## config.mk

```make
export PLATFORM = sky130hd
export DESIGN_NAME = ioexp_portfile
export DESIGN_NICKNAME = d
export VERILOG_FILES = /design/src/rtl/ioexp_pkg.sv /design/src/rtl/ioexp_regbank.sv /design/src/rtl/ioexp_pindrv.sv /design/src/rtl/ioexp_rdmux.sv /design/src/rtl/ioexp_portfile.sv
export SDC_FILE = /design/constraint.sdc
export NUM_CORES = 1
export LEC_CHECK = 0
export CAP_MARGIN = 10
export CORE_UTILIZATION = 38
export DETAILED_ROUTE_END_ITERATION = 16
export GPL_TIMING_DRIVEN = 0
export HOLD_SLACK_MARGIN = 0.05
export SLEW_MARGIN = 5
export SYNTH_ARGS = -nofsm -noshare
export SYNTH_HDL_FRONTEND = slang
export SYNTH_SLANG_ARGS = --single-unit
```

## constraint.sdc

```tcl
create_clock -name clk -period 2.58 [get_ports clk]
set_input_delay 0.774 -clock clk [delete_from_list [all_inputs] [get_ports clk]]
set_output_delay 0.774 -clock clk [all_outputs]
set_load 0.005 [all_outputs]
```

## src/rtl/ioexp_pkg.sv

```systemverilog
package ioexp_pkg;

    typedef enum logic [1:0] {
        SEL_INPUT    = 2'd0,
        SEL_OUTPUT   = 2'd1,
        SEL_POLARITY = 2'd2,
        SEL_CONFIG   = 2'd3
    } regsel_e;

    localparam int unsigned SEL_W = 2;

endpackage

```

## src/rtl/ioexp_regbank.sv

```systemverilog
module ioexp_regbank
    import ioexp_pkg::*;
#(
    parameter int unsigned    W       = 8,
    parameter logic [W-1:0]   OUT_RST = '0,
    parameter logic [W-1:0]   POL_RST = '0,
    parameter logic [W-1:0]   CFG_RST = '1
) (
    input  logic             clk,
    input  logic             rst_n,
    input  logic [SEL_W-1:0] sel_i,
    input  logic [W-1:0]     wdata_i,
    input  logic             wr_i,
    input  logic             rd_i,
    input  logic [W-1:0]     pad_i,
    output logic [W-1:0]     out_o,
    output logic [W-1:0]     pol_o,
    output logic [W-1:0]     cfg_o,
    output logic [W-1:0]     inp_o
);

    typedef struct packed {
        logic [W-1:0] outr;
        logic [W-1:0] pol;
        logic [W-1:0] cfg;
        logic [W-1:0] inp;
    } bank_t;

    localparam bank_t BANK_RST = '{outr: OUT_RST, pol: POL_RST, cfg: CFG_RST, inp: '0};

    bank_t   bank_d, bank_q;
    regsel_e sel_e;

    assign sel_e = regsel_e'(sel_i);

    always_comb begin
        bank_d = bank_q;
        if (wr_i) begin
            case (sel_e)
                SEL_OUTPUT:   bank_d.outr = wdata_i;
                SEL_POLARITY: bank_d.pol  = wdata_i;
                SEL_CONFIG:   bank_d.cfg  = wdata_i;
                default:      bank_d.outr = bank_q.outr;
            endcase
        end
        if (rd_i && (sel_e == SEL_INPUT)) begin
            bank_d.inp = pad_i ^ bank_q.pol;
        end
    end

    always_ff @(posedge clk or negedge rst_n) begin
        if (!rst_n) begin
            bank_q <= BANK_RST;
        end else begin
            bank_q <= bank_d;
        end
    end

    assign out_o = bank_q.outr;
    assign pol_o = bank_q.pol;
    assign cfg_o = bank_q.cfg;
    assign inp_o = bank_q.inp;

    AST_INPUT_WRITE_IGNORED: assert property (@(posedge clk) disable iff (!rst_n)
        (wr_i && sel_i == SEL_INPUT) |=> ($stable(out_o) && $stable(pol_o) && $stable(cfg_o)));

    AST_WRITE_LANDS: assert property (@(posedge clk) disable iff (!rst_n)
        (wr_i && sel_i == SEL_OUTPUT) |=> (out_o == $past(wdata_i)));

    always @(negedge clk) begin
        if (!rst_n) begin
            AST_RESET_DEFAULTS: assert (out_o == OUT_RST && pol_o == POL_RST
                                        && cfg_o == CFG_RST && inp_o == '0);
        end
    end

endmodule

```

## src/rtl/ioexp_pindrv.sv

```systemverilog
module ioexp_pindrv #(
    parameter int unsigned  W       = 8,
    parameter logic [W-1:0] OD_MASK = 1
) (
    input  logic         clk,
    input  logic         rst_n,
    input  logic [W-1:0] out_i,
    input  logic [W-1:0] cfg_i,
    output logic [W-1:0] drv_o,
    output logic [W-1:0] oe_o
);

    typedef struct packed {
        logic [W-1:0] drv;
        logic [W-1:0] oe;
    } pins_t;

    pins_t        pins_d, pins_q;
    logic [W-1:0] bit_drv, bit_oe;

    for (genvar i = 0; i < W; i++) begin : g_line
        if (OD_MASK[i]) begin : g_od
            assign bit_oe[i]  = ~cfg_i[i] & ~out_i[i];
            assign bit_drv[i] = 1'b0;
        end else begin : g_pp
            assign bit_oe[i]  = ~cfg_i[i];
            assign bit_drv[i] = ~cfg_i[i] & out_i[i];
        end
    end

    always_comb begin
        pins_d     = pins_q;
        pins_d.oe  = bit_oe;
        pins_d.drv = bit_drv;
    end

    always_ff @(posedge clk or negedge rst_n) begin
        if (!rst_n) begin
            pins_q <= '0;
        end else begin
            pins_q <= pins_d;
        end
    end

    assign drv_o = pins_q.drv;
    assign oe_o  = pins_q.oe;

    AST_INPUT_LINE_FLOATS: assert property (@(posedge clk) disable iff (!rst_n)
        (((oe_o | drv_o) & $past(cfg_i)) == '0));

    AST_OPEN_DRAIN_SINKS_ONLY: assert property (@(posedge clk) disable iff (!rst_n)
        (((drv_o & OD_MASK) == '0) && ((oe_o & OD_MASK & $past(out_i)) == '0)));

endmodule

```

## src/rtl/ioexp_rdmux.sv

```systemverilog
module ioexp_rdmux
    import ioexp_pkg::*;
#(
    parameter int unsigned W = 8
) (
    input  logic [SEL_W-1:0] sel_i,
    input  logic [W-1:0]     inp_i,
    input  logic [W-1:0]     out_i,
    input  logic [W-1:0]     pol_i,
    input  logic [W-1:0]     cfg_i,
    output logic [W-1:0]     rdata_o
);

    always_comb begin
        case (regsel_e'(sel_i))
            SEL_INPUT:    rdata_o = inp_i;
            SEL_OUTPUT:   rdata_o = out_i;
            SEL_POLARITY: rdata_o = pol_i;
            default:      rdata_o = cfg_i;
        endcase
    end

endmodule

```

## src/rtl/ioexp_portfile.sv

```systemverilog
module ioexp_portfile
    import ioexp_pkg::*;
#(
    parameter int unsigned  W       = 8,
    parameter logic [W-1:0] OUT_RST = 8'h00,
    parameter logic [W-1:0] POL_RST = 8'hF0,
    parameter logic [W-1:0] CFG_RST = 8'hFF,
    parameter logic [W-1:0] OD_MASK = 8'h01
) (
    input  logic             clk,
    input  logic             rst_n,
    input  logic [SEL_W-1:0] reg_sel,
    input  logic [W-1:0]     wr_data,
    input  logic             wr_stb,
    input  logic             rd_stb,
    input  logic [W-1:0]     pad_in,
    output logic [W-1:0]     rd_data,
    output logic [W-1:0]     pad_drv,
    output logic [W-1:0]     pad_oe
);

    logic [W-1:0] out_q, pol_q, cfg_q, inp_q;

    ioexp_regbank #(
        .W       (W),
        .OUT_RST (OUT_RST),
        .POL_RST (POL_RST),
        .CFG_RST (CFG_RST)
    ) u_bank (
        .clk     (clk),
        .rst_n   (rst_n),
        .sel_i   (reg_sel),
        .wdata_i (wr_data),
        .wr_i    (wr_stb),
        .rd_i    (rd_stb),
        .pad_i   (pad_in),
        .out_o   (out_q),
        .pol_o   (pol_q),
        .cfg_o   (cfg_q),
        .inp_o   (inp_q)
    );

    ioexp_pindrv #(
        .W       (W),
        .OD_MASK (OD_MASK)
    ) u_pins (
        .clk   (clk),
        .rst_n (rst_n),
        .out_i (out_q),
        .cfg_i (cfg_q),
        .drv_o (pad_drv),
        .oe_o  (pad_oe)
    );

    ioexp_rdmux #(
        .W (W)
    ) u_rd (
        .sel_i   (reg_sel),
        .inp_i   (inp_q),
        .out_i   (out_q),
        .pol_i   (pol_q),
        .cfg_i   (cfg_q),
        .rdata_o (rd_data)
    );

endmodule

```

==> flow_metrics.tcl <==
set metrics [dict create \
    die_height_um 74.90 \
    design_area_mm2 0.002673 \
    syn_to_final_growth_pct 32.34 \
    routabilityCongestion 0.6754 \
    ys_ff_latch 47 \
    cts_inserted_buffers 5 \
    power_density_mw_per_mm2 711.7 \
    insertedDiodeCount 0 \
    peakVddDrop_mv 0.3201 \
    drive_gt1_frac 0.4205 \
    place_ws_ns -0.8386 \
    hold_viol 0 \
    min_period_ns 2.544 \
    start_util 0.3954 \
    h-tree-depth 2 \
    hold_class "reg2reg" \
    fmax_ghz 0.3930 \
    status "finished, final reports clean" \
    syn_nets 140 \
    startpoint_type "input port" \
    synth_warnings 0 \
    hold_depth 1 \
    maxCapViolCount 0 \
    synthDistinctLibCells 15 \
    routedWlPerCell_um 15.10 \
    die_x_um 74.90 \
    slew_violations 0 \
    coreArea_mm2 0.005107 \
    clk_latency_ns 0.29 \
    period_share 0.9862 \
    final_util 0.5233 \
    setup_viol 0 \
    via_per_inst 4.598 \
    ant_nets 0 \
    clock_path_buffers 2 \
    syn_inst 118 \
    finalNetCount 197 \
    cp_data_required_time_ns 1.81 \
    ios 46 \
    grt_pass1_wl_um 5920 \
    rsz0062_at_grt "false" \
    drtPass1Iterations 6 \
    drtIter0Drc 11 \
    drt-total-wl_um 3715 \
    rr_worst_depth 2 \
    via_count 1131 \
    regToRegSetupSlack_ns 1.59 \
    p_total_mw 1.902 \
    clkTransAtPathRegs_ns 0.08 \
    dp_hpwl_um 2577 \
    netlist_area_mm2 0.002019 \
    row_count 26 \
    final.setup_skew_ns 0.005303 \
    hold_buffers 0 \
    slew_headroom 0.6286 \
    layout_commonest_cell "dfrtp_1" \
    cp.arrival_ns 1.77 \
    grt_pass1_vias 1202 \
    p_leak_nw 1.163 \
    antenna_found_initial 0 \
    tritoncts "built" \
    grt-ovfl-total 0 \
    critical_path.max_fanout 4 \
    fin_setup_tns_ns 0 \
    clock-root-buffer "clkbuf_8" \
    dieArea_mm2 0.005610 \
    io_buffers 44 \
    cts.sinks 47 \
    yosysSeqAreaShare 0.5898 \
    dpl_cell_area_mm2 0.002570 \
    fin_ws_ns 0.03565 \
    final_cell_mix "dfrtp_1 (35), clkdlybuf4s50_1 (33), mux2_2 (31), dfstp_2 (12), xor2_1 (8)" \
    drc 0 \
    worst_pin_slew_ns 0.5571 \
    path_class "in2out" \
    grt_max_degree 26 \
    critPathCaptureType "output port" \
    grt_usage 0.1513 \
    syn_area_per_cell_um2 17.11 \
]
==> what timing repair did <==
item                                   4_1_cts  5_1_grt
gates resized for setup                     34        4
gates cloned                                 1        0
endpoints found under the hold margin        0        0
setup endpoints to repair                    8        4
buffers inserted                             4        0
==> per-layer routing <==
| metal | routed length, µm | global-route usage | part of all wire | vias up |
|---|---|---|---|---|
| met4 | 35 | 0.05660 | 0.0094 | 0 |
| met2 | 1898 | 0.2733 | 0.51 | 30 |
| met3 | 157 | 0.04016 | 0.042 | 2 |
| li1 | - | - | - | 529 |
| met5 | 0 | 0 | 0 | - |
| met1 | 1623 | 0.1714 | 0.44 | 570 |
==> through the flow <==
step	hold slack, ns	std cells
after floorplan	0.4087	118
after CTS	0.4510	246
final	0.4541	246
after global placement	0.4281	232
after global routing	0.4806	246
after detailed placement	0.4390	233
==> cells in the mapped netlist <==
cell type | number | area (µm²)
nor2_1 | 1 | 3.750
xor2_1 | 8 | 70.07
nor2b_1 | 7 | 43.79
nand3b_4 | 2 | 40.04
mux4_1 | 8 | 210.2
dfrtp_1 | 35 | 875.8
mux2_4 | 1 | 15.01
buf_6 | 2 | 22.52
inv_1 | 7 | 26.28
nor3b_4 | 1 | 18.77
dfstp_2 | 12 | 315.3
buf_4 | 1 | 7.510
conb_1 | 1 | 3.750
mux2_2 | 31 | 349.1
nand3_4 | 1 | 17.52
==> area by class of cell <==
type,count,area [µm²]
clock buffer,6,72.57
buffer,3,30.03
sequential,47,1191
tap,70,87.58
fill,471,2435
inverter,7,26.28
multi-input combinational,61,757.0
clock inverter,2,12.51
timing repair buffer,50,495.5
==> worst max-delay path, cell delays in order <==
cell and delay, ns:
buf_6 0.10, buf_8 0.10, mux4_1 0.52, dlygate4sd2_1 0.27
==> cell families after synthesis <==
kind of cell	synth area share
buf+inv	0.02788
xor+xnor	0.03470
simple gates	0.06134
mux	0.2844
flops	0.5898
other cells	0.001857
==> power by group <==
part / switching, mW / leakage [nW] / total, mW / internal, mW
logic: 0.142 / 0.576 / 0.461 / 0.319
clock network: 0.237 / 0.0412 / 0.426 / 0.190
registers: 0.0902 / 0.545 / 1.02 / 0.925
==> final timing paths <==
path | end | startpoint
setup / recovery | rd_data[4] | reg_sel[0]
hold / removal | u_pins.oe_o[0]$_DFF_PN0_ | u_bank.out_o[0]$_DFFE_PN0P_
setup reg to reg | u_bank.inp_o[4]$_DFFE_PN0P_ | u_bank.pol_o[4]$_DFFE_PN1P_
hold reg to reg | u_pins.oe_o[0]$_DFF_PN0_ | u_bank.out_o[0]$_DFFE_PN0P_
max in group asynchronous | u_bank.cfg_o[0]$_DFFE_PN1P_ | rst_n
min in group asynchronous | u_pins.drv_o[2]$_DFF_PN0_ | rst_n
==> flip-flops by register name (all words and copies together), names as in the netlist <==
signal	flops
u_bank.out_o	8
u_bank.inp_o	8
u_bank.cfg_o	8
u_pins.drv_o	7
u_pins.oe_o	8
u_bank.pol_o	8
No activity file was read; power rests on OpenSTA's default activity.
